File: config.mk
export PLATFORM = sky130hd
export DESIGN_NAME = rmod_sparse_add
export DESIGN_NICKNAME = d
export VERILOG_FILES = /design/src/rtl/rmod_pkg.sv /design/src/rtl/rmod_hrow.sv /design/src/rtl/rmod_prefix.sv /design/src/rtl/rmod_cselg.sv /design/src/rtl/rmod_sparse_add.sv
export SDC_FILE = /design/constraint.sdc
export NUM_CORES = 1
export LEC_CHECK = 0
export ABC_AREA = 0
export BUFFER_PORTS_ARGS = -buffer_cell sky130_fd_sc_hd__buf_4
export CAP_MARGIN = 20
export CORE_MARGIN = 2
export CORE_UTILIZATION = 37
export DETAILED_ROUTE_END_ITERATION = 6
export MAX_ROUTING_LAYER = met4
export PLACE_DENSITY = 0.64
export SLEW_MARGIN = 20
export SYNTH_ARGS = -nofsm -noshare
export SYNTH_HDL_FRONTEND = slang
export SYNTH_SLANG_ARGS = --single-unit
File: constraint.sdc
create_clock -name clk -period 5.6 [get_ports clk]
set_clock_uncertainty 0.2 [all_clocks]
set_input_delay 0.84 -clock clk [delete_from_list [all_inputs] [get_ports clk]]
set_output_delay 0.84 -clock clk [all_outputs]
set_load 0.01 [all_outputs]
File: src/rtl/rmod_pkg.sv
package rmod_pkg;

    // Generate/propagate pair carried through the prefix tree.
    typedef struct packed {
        logic g;
        logic p;
    } gp_t;

    // Combine a more significant span (hi) with the span directly below it (lo).
    function automatic gp_t gp_merge(gp_t hi, gp_t lo);
        gp_t r;
        r.g = hi.g | (hi.p & lo.g);
        r.p = hi.p & lo.p;
        return r;
    endfunction

endpackage

File: src/rtl/rmod_hrow.sv
// Half-adder row: operands -> carry-save pair plus the top carry bit.
module rmod_hrow #(
    parameter int N = 32
) (
    input  logic [N-1:0] a_i,
    input  logic [N-1:0] b_i,
    output logic [N-1:0] u_o,
    output logic [N-1:0] w_o,
    output logic         vtop_o
);
    generate
        for (genvar i = 0; i < N; i++) begin : g_bit
            assign u_o[i] = a_i[i] ^ b_i[i];
            if (i == 0) begin : g_lsb
                // Bit 0 of the shifted carry row is free: it receives the wrap term later.
                assign w_o[i] = 1'b0;
            end else begin : g_up
                assign w_o[i] = a_i[i-1] & b_i[i-1];
            end
        end
    endgenerate

    assign vtop_o = a_i[N-1] & b_i[N-1];
endmodule

File: src/rtl/rmod_prefix.sv
// Sparse prefix network over groups with the end-around weight-3 correction.
// Produces the carry into every group; group 0 receives the wrap flag itself.
module rmod_prefix
    import rmod_pkg::*;
#(
    parameter int N  = 32,
    parameter int GW = 4
) (
    input  logic [N-1:0]     u_i,
    input  logic [N-1:0]     w_i,
    input  logic             vtop_i,
    output logic [N/GW-1:0]  cin_o
);
    localparam int NG = N / GW;
    localparam int LV = $clog2(NG);

    gp_t  lvl [LV+1][NG];
    logic wrap;

    always_comb begin
        // Group-level generate and (modified) propagate.
        for (int k = 0; k < NG; k++) begin : grp
            logic ga, pa, gb, pb;
            ga = 1'b0;
            pa = 1'b1;
            for (int j = 0; j < GW; j++) begin
                gb = u_i[k*GW+j] & w_i[k*GW+j];
                pb = u_i[k*GW+j] ^ w_i[k*GW+j];
                ga = gb | (pb & ga);
                if (k != 0 || j >= 2) pa = pa & pb;
            end
            // Lowest group: the injected 3 reaches bit 2 when bit 1 propagates or bit 0 is set.
            if (k == 0) pa = pa & ((u_i[1] ^ w_i[1]) | u_i[0]);
            lvl[0][k].g = ga;
            lvl[0][k].p = pa;
        end
        // Kogge-Stone style spans over the groups.
        for (int l = 0; l < LV; l++) begin
            for (int k = 0; k < NG; k++) begin
                if (k >= (1 << l))
                    lvl[l+1][k] = gp_merge(lvl[l][k], lvl[l][(k >= (1 << l)) ? k - (1 << l) : 0]);
                else
                    lvl[l+1][k] = lvl[l][k];
            end
        end
        // End-around: total overflow is either the carry-save top bit or the row carry out.
        wrap     = vtop_i | lvl[LV][NG-1].g;
        cin_o[0] = wrap;
        for (int k = 1; k < NG; k++)
            cin_o[k] = lvl[LV][k-1].g | (lvl[LV][k-1].p & wrap);
    end
endmodule

File: src/rtl/rmod_cselg.sv
// One carry-select group. LOW=1 selects the lowest-group variant, where cin_i
// is the wrap flag and the correction value 3 enters at bits 0 and 1.
module rmod_cselg #(
    parameter int GW  = 4,
    parameter bit LOW = 1'b0
) (
    input  logic [GW-1:0] u_i,
    input  logic [GW-1:0] w_i,
    input  logic          cin_i,
    output logic [GW-1:0] s_o
);
    logic [GW-1:0] p;
    assign p = u_i ^ w_i;

    generate
        if (LOW) begin : g_low
            logic [GW-1:2] c;
            always_comb begin
                c[2] = (u_i[1] & w_i[1]) | (p[1] & u_i[0] & w_i[0])
                     | (cin_i & (p[1] | u_i[0]));
                for (int i = 2; i < GW - 1; i++)
                    c[i+1] = (u_i[i] & w_i[i]) | (p[i] & c[i]);
                s_o[0] = p[0] ^ cin_i;
                // Bit 1: select between plain and corrected sum on the wrap flag.
                s_o[1] = cin_i ? (p[1] ^ ~u_i[0]) : (p[1] ^ (u_i[0] & w_i[0]));
                for (int i = 2; i < GW; i++)
                    s_o[i] = p[i] ^ c[i];
            end
        end else begin : g_std
            logic [GW-1:0] c0, c1;
            always_comb begin
                c0[0] = 1'b0;
                c1[0] = 1'b1;
                for (int i = 1; i < GW; i++) begin
                    c0[i] = (u_i[i-1] & w_i[i-1]) | (p[i-1] & c0[i-1]);
                    c1[i] = (u_i[i-1] & w_i[i-1]) | (p[i-1] & c1[i-1]);
                end
                s_o = cin_i ? (p ^ c1) : (p ^ c0);
            end
        end
    endgenerate
endmodule

File: src/rtl/rmod_sparse_add.sv
// Modulo 2^N-3 adder: carry-save row, sparse prefix with end-around carry,
// carry-select groups, registered result.
module rmod_sparse_add #(
    parameter int N  = 32,
    parameter int GW = 4
) (
    input  logic         clk,
    input  logic         rst_n,
    input  logic [N-1:0] a_i,
    input  logic [N-1:0] b_i,
    output logic [N-1:0] sum_o
);
    localparam int NG = N / GW;

    typedef struct packed {
        logic [N-1:0] sum;
    } st_t;

    logic [N-1:0]  u, w;
    logic          vtop;
    logic [NG-1:0] gcin;
    logic [N-1:0]  sum_c;
    st_t           st_d, st_q;

    rmod_hrow #(.N(N)) hrow_i (
        .a_i    (a_i),
        .b_i    (b_i),
        .u_o    (u),
        .w_o    (w),
        .vtop_o (vtop)
    );

    rmod_prefix #(.N(N), .GW(GW)) pfx_i (
        .u_i    (u),
        .w_i    (w),
        .vtop_i (vtop),
        .cin_o  (gcin)
    );

    generate
        for (genvar k = 0; k < NG; k++) begin : g_grp
            rmod_cselg #(.GW(GW), .LOW(k == 0)) cs_i (
                .u_i   (u[k*GW +: GW]),
                .w_i   (w[k*GW +: GW]),
                .cin_i (gcin[k]),
                .s_o   (sum_c[k*GW +: GW])
            );
        end
    endgenerate

    always_comb begin
        st_d     = st_q;
        st_d.sum = sum_c;
    end

    always_ff @(posedge clk) begin
        if (!rst_n) st_q <= '0;
        else        st_q <= st_d;
    end

    assign sum_o = st_q.sum;
endmodule

Yosys cells after proc, flatten, opt, wreduce, memory -nomap -nowiden
Index checks and enable logic that the tools add are counted.
- register bits: 32
- output and inout port bits: 32
- mux-type cells: 8
- bitwise logic cells: 356
- operators by type and width (cell ; count):
    $and 1x1->1 ; 179
    $xor 4x4->4 ; 22
    $or 1x1->1 ; 87
    $xor 1x1->1 ; 67
    $mux 4 ; 7
    $mux 1 ; 1
    $not 1->1 ; 1

Logic depth before layout (Yosys ltp)
- depth in word-level cells: 19
- mapped depth: 14
- gate-level depth less buffers: 14

Cells and area by module
Synthesis repeated with hierarchy kept, for this count alone.
- cells, all modules: 315
- area, all modules: 3184.3 µm²
- modules (own cells, without submodules) (module ; times used ; cells each ; area an instance (µm²) ; sequential area each (µm²)):
    rmod_prefix ; 1 ; 111 ; 904.6 ; 0.0
    rmod_sparse_add ; 1 ; 67 ; 895.9 ; 640.6
    rmod_cselg (g_grp[1].cs_i ...) ; 6 ; 13 ; 122.6 ; 0.0
    rmod_hrow ; 1 ; 34 ; 411.6 ; 0.0
    rmod_cselg (g_grp[7].cs_i) ; 1 ; 14 ; 125.1 ; 0.0
    rmod_cselg (g_grp[0].cs_i) ; 1 ; 11 ; 111.4 ; 0.0

Least setup slack after synthesis
Ideal clock, no wire load.
- path type: input to register
- from: input a_i[29]
- to: register st_q, in the netlist sum_o[22]
- arrival: 3.529 ns
- slack: 1.756 ns
- cell stages on the path: 12
- cell sequence: ha_1 > ha_1 > a21o_1 > a21o_1 > a211oi_4 > buf_6 > nand2_1 > a31oi_2 > mux2i_1 > a21o_1 > fa_1 > and2_1
- word-level cells in the longest chain between the ends: 15
- ends and longest elaborated chain (what ; line ; text):
    from (decl) ; rmod_sparse_add.sv:9 ; input logic [N-1:0] a_i,
    $xor 1x1->1 ; rmod_hrow.sv:13 ; assign u_o[i] = a_i[i] ^ b_i[i];
    $xor 1x1->1 ; rmod_prefix.sv:28 ; pb = u_i[k*GW+j] ^ w_i[k*GW+j];
    $and 1x1->1 ; rmod_prefix.sv:29 ; ga = gb | (pb & ga);
    $or 1x1->1 ; rmod_prefix.sv:29 ;
    $and 1x1->1 ; rmod_prefix.sv:29 ;
    $or 1x1->1 ; rmod_prefix.sv:29 ;
    $and 1x1->1 ; rmod_prefix.sv:29 ;
    $or 1x1->1 ; rmod_prefix.sv:29 ;
    $or 1x1->1 (2 in a row) ; rmod_pkg.sv:12 ; r.g = hi.g | (hi.p & lo.g);
    $or 1x1->1 * ; rmod_pkg.sv:12 ;
    $or 1x1->1 * ; rmod_prefix.sv:47 ; wrap = vtop_i | lvl[LV][NG-1].g;
    $and 1x1->1 * ; rmod_prefix.sv:50 ; cin_o[k] = lvl[LV][k-1].g | (lvl[LV][k-1].p & wrap);
    $or 1x1->1 * ; rmod_prefix.sv:50 ;
    $mux 4 * ; rmod_cselg.sv:38 ; s_o = cin_i ? (p ^ c1) : (p ^ c0);
    net g_grp[5].cs_i.s_o[2] ; rmod_cselg.sv:10 ; output logic [GW-1:0] s_o
    to (signal assigned) ; rmod_sparse_add.sv:58 ; else st_q <= st_d;
    to (decl) ; rmod_sparse_add.sv:23 ; st_t st_d, st_q;
Mark *: on every way through the listed nets, which the timed path passes. The rest lies on a longest branch.
A chain may end at the register's enable or synchronous reset.

Worst setup path in the final report
- from: input a_i[29]
- to: register st_q, in the netlist sum_o[7]
- word-level cells in the longest chain between the ends: 15
- ends and longest elaborated chain (what ; line):
    $xor 1x1->1 ; rmod_hrow.sv:13
    $xor 1x1->1 ; rmod_prefix.sv:28
    $and 1x1->1 ; rmod_prefix.sv:29
    $or 1x1->1 ; rmod_prefix.sv:29
    $and 1x1->1 ; rmod_prefix.sv:29
    $or 1x1->1 ; rmod_prefix.sv:29
    $and 1x1->1 ; rmod_prefix.sv:29
    $or 1x1->1 ; rmod_prefix.sv:29
    $or 1x1->1 (2 in a row) ; rmod_pkg.sv:12
    $or 1x1->1 * ; rmod_pkg.sv:12
    $or 1x1->1 * ; rmod_prefix.sv:47
    $and 1x1->1 * ; rmod_prefix.sv:50
    $or 1x1->1 * ; rmod_prefix.sv:50
    $mux 4 * ; rmod_cselg.sv:38
Mark *: on every way between the ends. The rest lies on a longest branch, timed or not.

==> impl_summary.log <==
INFO  metric powerDensity = 221 nW/um^2
INFO  metric post_synth_inst_count = 332
INFO  metric wl_per_cell = 12.8 um
INFO  metric post_synth_main_area_contributors = sky130_fd_sc_hd__ha_1 (29%), sky130_fd_sc_hd__dfxtp_1 (21%), sky130_fd_sc_hd__fa_1 (5.2%)
INFO  metric synth.net_count = 477
INFO  metric num_vias = 2671
INFO  metric clk_path_buf_depth = 2
INFO  metric synth_enable_flop_cells = 0
INFO  metric placed_area = 3920 sq um
INFO  metric detailedRoute.firstIterationViolations = 63
INFO  metric post-dp-hpwl = 5.70 mm
INFO  metric grt_antenna_before_repair = 0
INFO  metric crit_path_end_kind = flip-flop
INFO  metric async_reset_ff_share = 0%
INFO  metric tritoncts.num_buffers = 5
INFO  metric globalRoute.totalOverflow = 0
INFO  metric count_of_state_elements_after_synthesis = 32
INFO  metric clkTransAtPathRegs = 0.07 ns
INFO  metric fillers = 763
INFO  metric max_cap_viol_count = 0
INFO  metric synth_flop_cell = sky130_fd_sc_hd__dfxtp_1
INFO  metric via_count_of_the_first_global_routing_pass = 2666
INFO  metric synth.lib_cells_used.distinct = 48
INFO  metric final_layout_size_suffix_gt1_share = 27.9%
INFO  metric post_drt_via_cell_ratio = 4.96
INFO  metric die_y = 95.2 um
INFO  metric min_period = 4.11 ns
INFO  metric finish.instance_area = 4010 sq um
INFO  metric setup.worst_path.end = sum_o[7]$_SDFF_PN0_
INFO  metric number_of_endpoints_failing_setup_at_the_final_stage = 0
INFO  metric vdd_drop_max = 110 uV
INFO  metric synth_top_cell_by_area = sky130_fd_sc_hd__ha_1
INFO  metric wl_met3 = 341 um
INFO  metric power.leakage = 2.00 nW
INFO  metric wl = 6.88 mm
INFO  metric postCtsHoldBufs = 0
INFO  metric ys.warnings.count = 0
INFO  metric yosysTopAreaCellShare = 28.9%
INFO  metric crit_required = 5.55 ns
INFO  metric slew_viol_final = 0
INFO  metric number_of_hold_slack_violations_in_the_final_timing_report = 0
INFO  metric initial_utilization = 37.8%
INFO  metric grt.total_usage = 16.2%
INFO  metric ioPinCount = 98
INFO  metric worstMarginPinSlew = 0.873 ns
INFO  metric grt_first_pass_wirelength = 11.4 mm
INFO  metric die_w = 95.2 um
INFO  metric cts-htree-levels = 2
INFO  metric met2RoutedLength = 3.26 mm
INFO  metric cts.repair.resized = 0
INFO  metric clock-root-buffer = sky130_fd_sc_hd__clkbuf_8
INFO  metric path_class = in2reg
INFO  metric run_status = completed
INFO  metric total_die_area = 9060 sq um
INFO  metric timing.final.crit_share = 73.4%
INFO  metric startpoint_type_of_the_worst_setup_path = input port
INFO  metric rows = 33
INFO  metric tritoncts_clock_tree = yes
INFO  metric drt_drc_violations_left = 0
INFO  metric synth_commonest_cells = sky130_fd_sc_hd__ha_1 (71), sky130_fd_sc_hd__dfxtp_1 (32), sky130_fd_sc_hd__inv_1 (31)
INFO  metric area.growth.synth_to_final = 30.1%
INFO  metric synthMostInstantiatedCell = sky130_fd_sc_hd__ha_1
INFO  metric top_layer_used = met4
INFO  metric antenna_violating_nets_post_route = 0
INFO  metric met1_layer_wirelength_in_the_final_routing = 3.22 mm
INFO  metric fmax = 243 MHz
INFO  metric cp_max_fo = 12
INFO  metric ys_seq_area_share = 20.8%
INFO  metric rsz0062_at_grt = false
INFO  metric core-area = 8130 sq um
INFO  metric antennaDiodeCount = 0
INFO  metric largest_register_ff_count = 32
INFO  metric fin_nets = 577
INFO  metric gp_congestion = 0.845
INFO  metric io_buffers = 97
INFO  metric worst_setup_path_startpoint = a_i[29]
INFO  metric setup_tns = 0 ns
INFO  metric cts_setup_buffers = 0
INFO  metric critical_path_arrival = 4.06 ns
INFO  metric syn_area_per_cell = 9.27 sq um
INFO  metric clock-sinks = 32
INFO  metric detailed_routing_iterations_pass_1 = 4
INFO  metric grt_max_degree = 25
INFO  metric timing.slew.headroom = 41.8%
INFO  metric netlist_area_before_placement = 3080 sq um
INFO  metric hold_path_class = in2reg
==> metal layers <==
metal  GRT usage (%)  vias to the layer above
li1                -                     1384
met1            20.4                     1207
met2            27.2                       72
met3            2.69                        8
met4            3.50                        0
met5               -                        -
==> placed cells by master, fill, tap and decap left out, drive strengths merged, types with 2 or more instances in the layout <==
cell,synthesis,final
o21a,2,2
dfxtp,32,32
o22ai,2,2
a21oi,21,21
and4,6,6
nor2b,4,4
nand2,21,21
a21o,7,7
buf,1,97
xor2,6,6
clkbuf,3,8
ha,71,71
and2,8,8
nand4,7,7
nor3,2,2
a211o,3,3
fa,8,8
xnor2,10,10
inv,31,31
or2,3,3
a31oi,3,3
o211ai,13,13
a211oi,5,5
nand3,9,9
a31o,2,2
nor2,26,26
o21ai,7,7
mux2i,6,6
nand2b,4,4
==> worst max-delay path, stage by stage <==
cell and delay [ns]:
sky130_fd_sc_hd__buf_4 0.11, sky130_fd_sc_hd__ha_1 0.29, sky130_fd_sc_hd__ha_1 0.39, sky130_fd_sc_hd__a21o_1 0.19, sky130_fd_sc_hd__a21o_1 0.20, sky130_fd_sc_hd__a211oi_4 0.57
sky130_fd_sc_hd__nand4_1 0.25, sky130_fd_sc_hd__o21a_1 0.27, sky130_fd_sc_hd__nand2b_1 0.15, sky130_fd_sc_hd__a31o_1 0.21, sky130_fd_sc_hd__fa_1 0.37, sky130_fd_sc_hd__xnor2_1 0.16
sky130_fd_sc_hd__nor2_1 0.05
==> final cells by class <==
cell class | count | area [sq um] | share of cell area (%)
inverters | 31 | 116 | 2.91
well taps | 105 | 131 | 3.28
clock buffers | 8 | 90.1 | 2.25
repair buffers | 97 | 728 | 18.2
multi-input cells | 265 | 2300 | 57.4
flip-flops and latches | 32 | 641 | 16.0
==> kinds of logic (layout without fill, tap and decap cells) <==
family | count (synthesis) | after routing | share of synthesized area [%]
xor gates and xnor gates | 16 | 16 | 4.55
and+or+nand+nor | 94 | 94 | 16.5
buffers and inverters | 35 | 136 | 4.51
adders and majority gates | 79 | 79 | 34.1
AOI/OAI and AO/OA | 70 | 70 | 17.6
DFF | 32 | 32 | 20.8
muxes | 6 | 6 | 1.95
==> where the power goes <==
group	internal (mW)	switching, mW
Sequential	0.268	0.0118
Clock	0.100	0.0895
Combinational	0.207	0.207
==> stage by stage <==
step / hold slack (ns) / util (%) / cells / power, mW / worst slack, ns
2_1_floorplan: 0.787 / - / 332 / 0.551 / 1.76
3_3_place_gp: 1.03 / 48.1 / 530 / 0.693 / 1.27
3_5_place_dp: 1.02 / 48.1 / 530 / 0.702 / 1.20
4_1_cts: 0.718 / 49.2 / 538 / 0.899 / 1.49
5_1_grt: 0.726 / 49.2 / 538 / 0.958 / 1.26
6_report: 0.725 / 49.2 / 538 / 0.884 / 1.49
==> worst min-delay path by stage <==
| stage | startpoint | endpoint | slack (ns) | cells past startpoint |
|---|---|---|---|---|
| global placement | rst_n | sum_o[22]$_SDFF_PN0_ | 1.03 | 2 |
| detailed placement | rst_n | sum_o[22]$_SDFF_PN0_ | 1.02 | 2 |
| floorplan | rst_n | sum_o[21]$_SDFF_PN0_ | 0.79 | 2 |
| global route | rst_n | sum_o[30]$_SDFF_PN0_ | 0.73 | 2 |
| CTS | rst_n | sum_o[6]$_SDFF_PN0_ | 0.72 | 2 |
| finish | rst_n | sum_o[30]$_SDFF_PN0_ | 0.73 | 2 |
(Power assumes the default switching activity.)
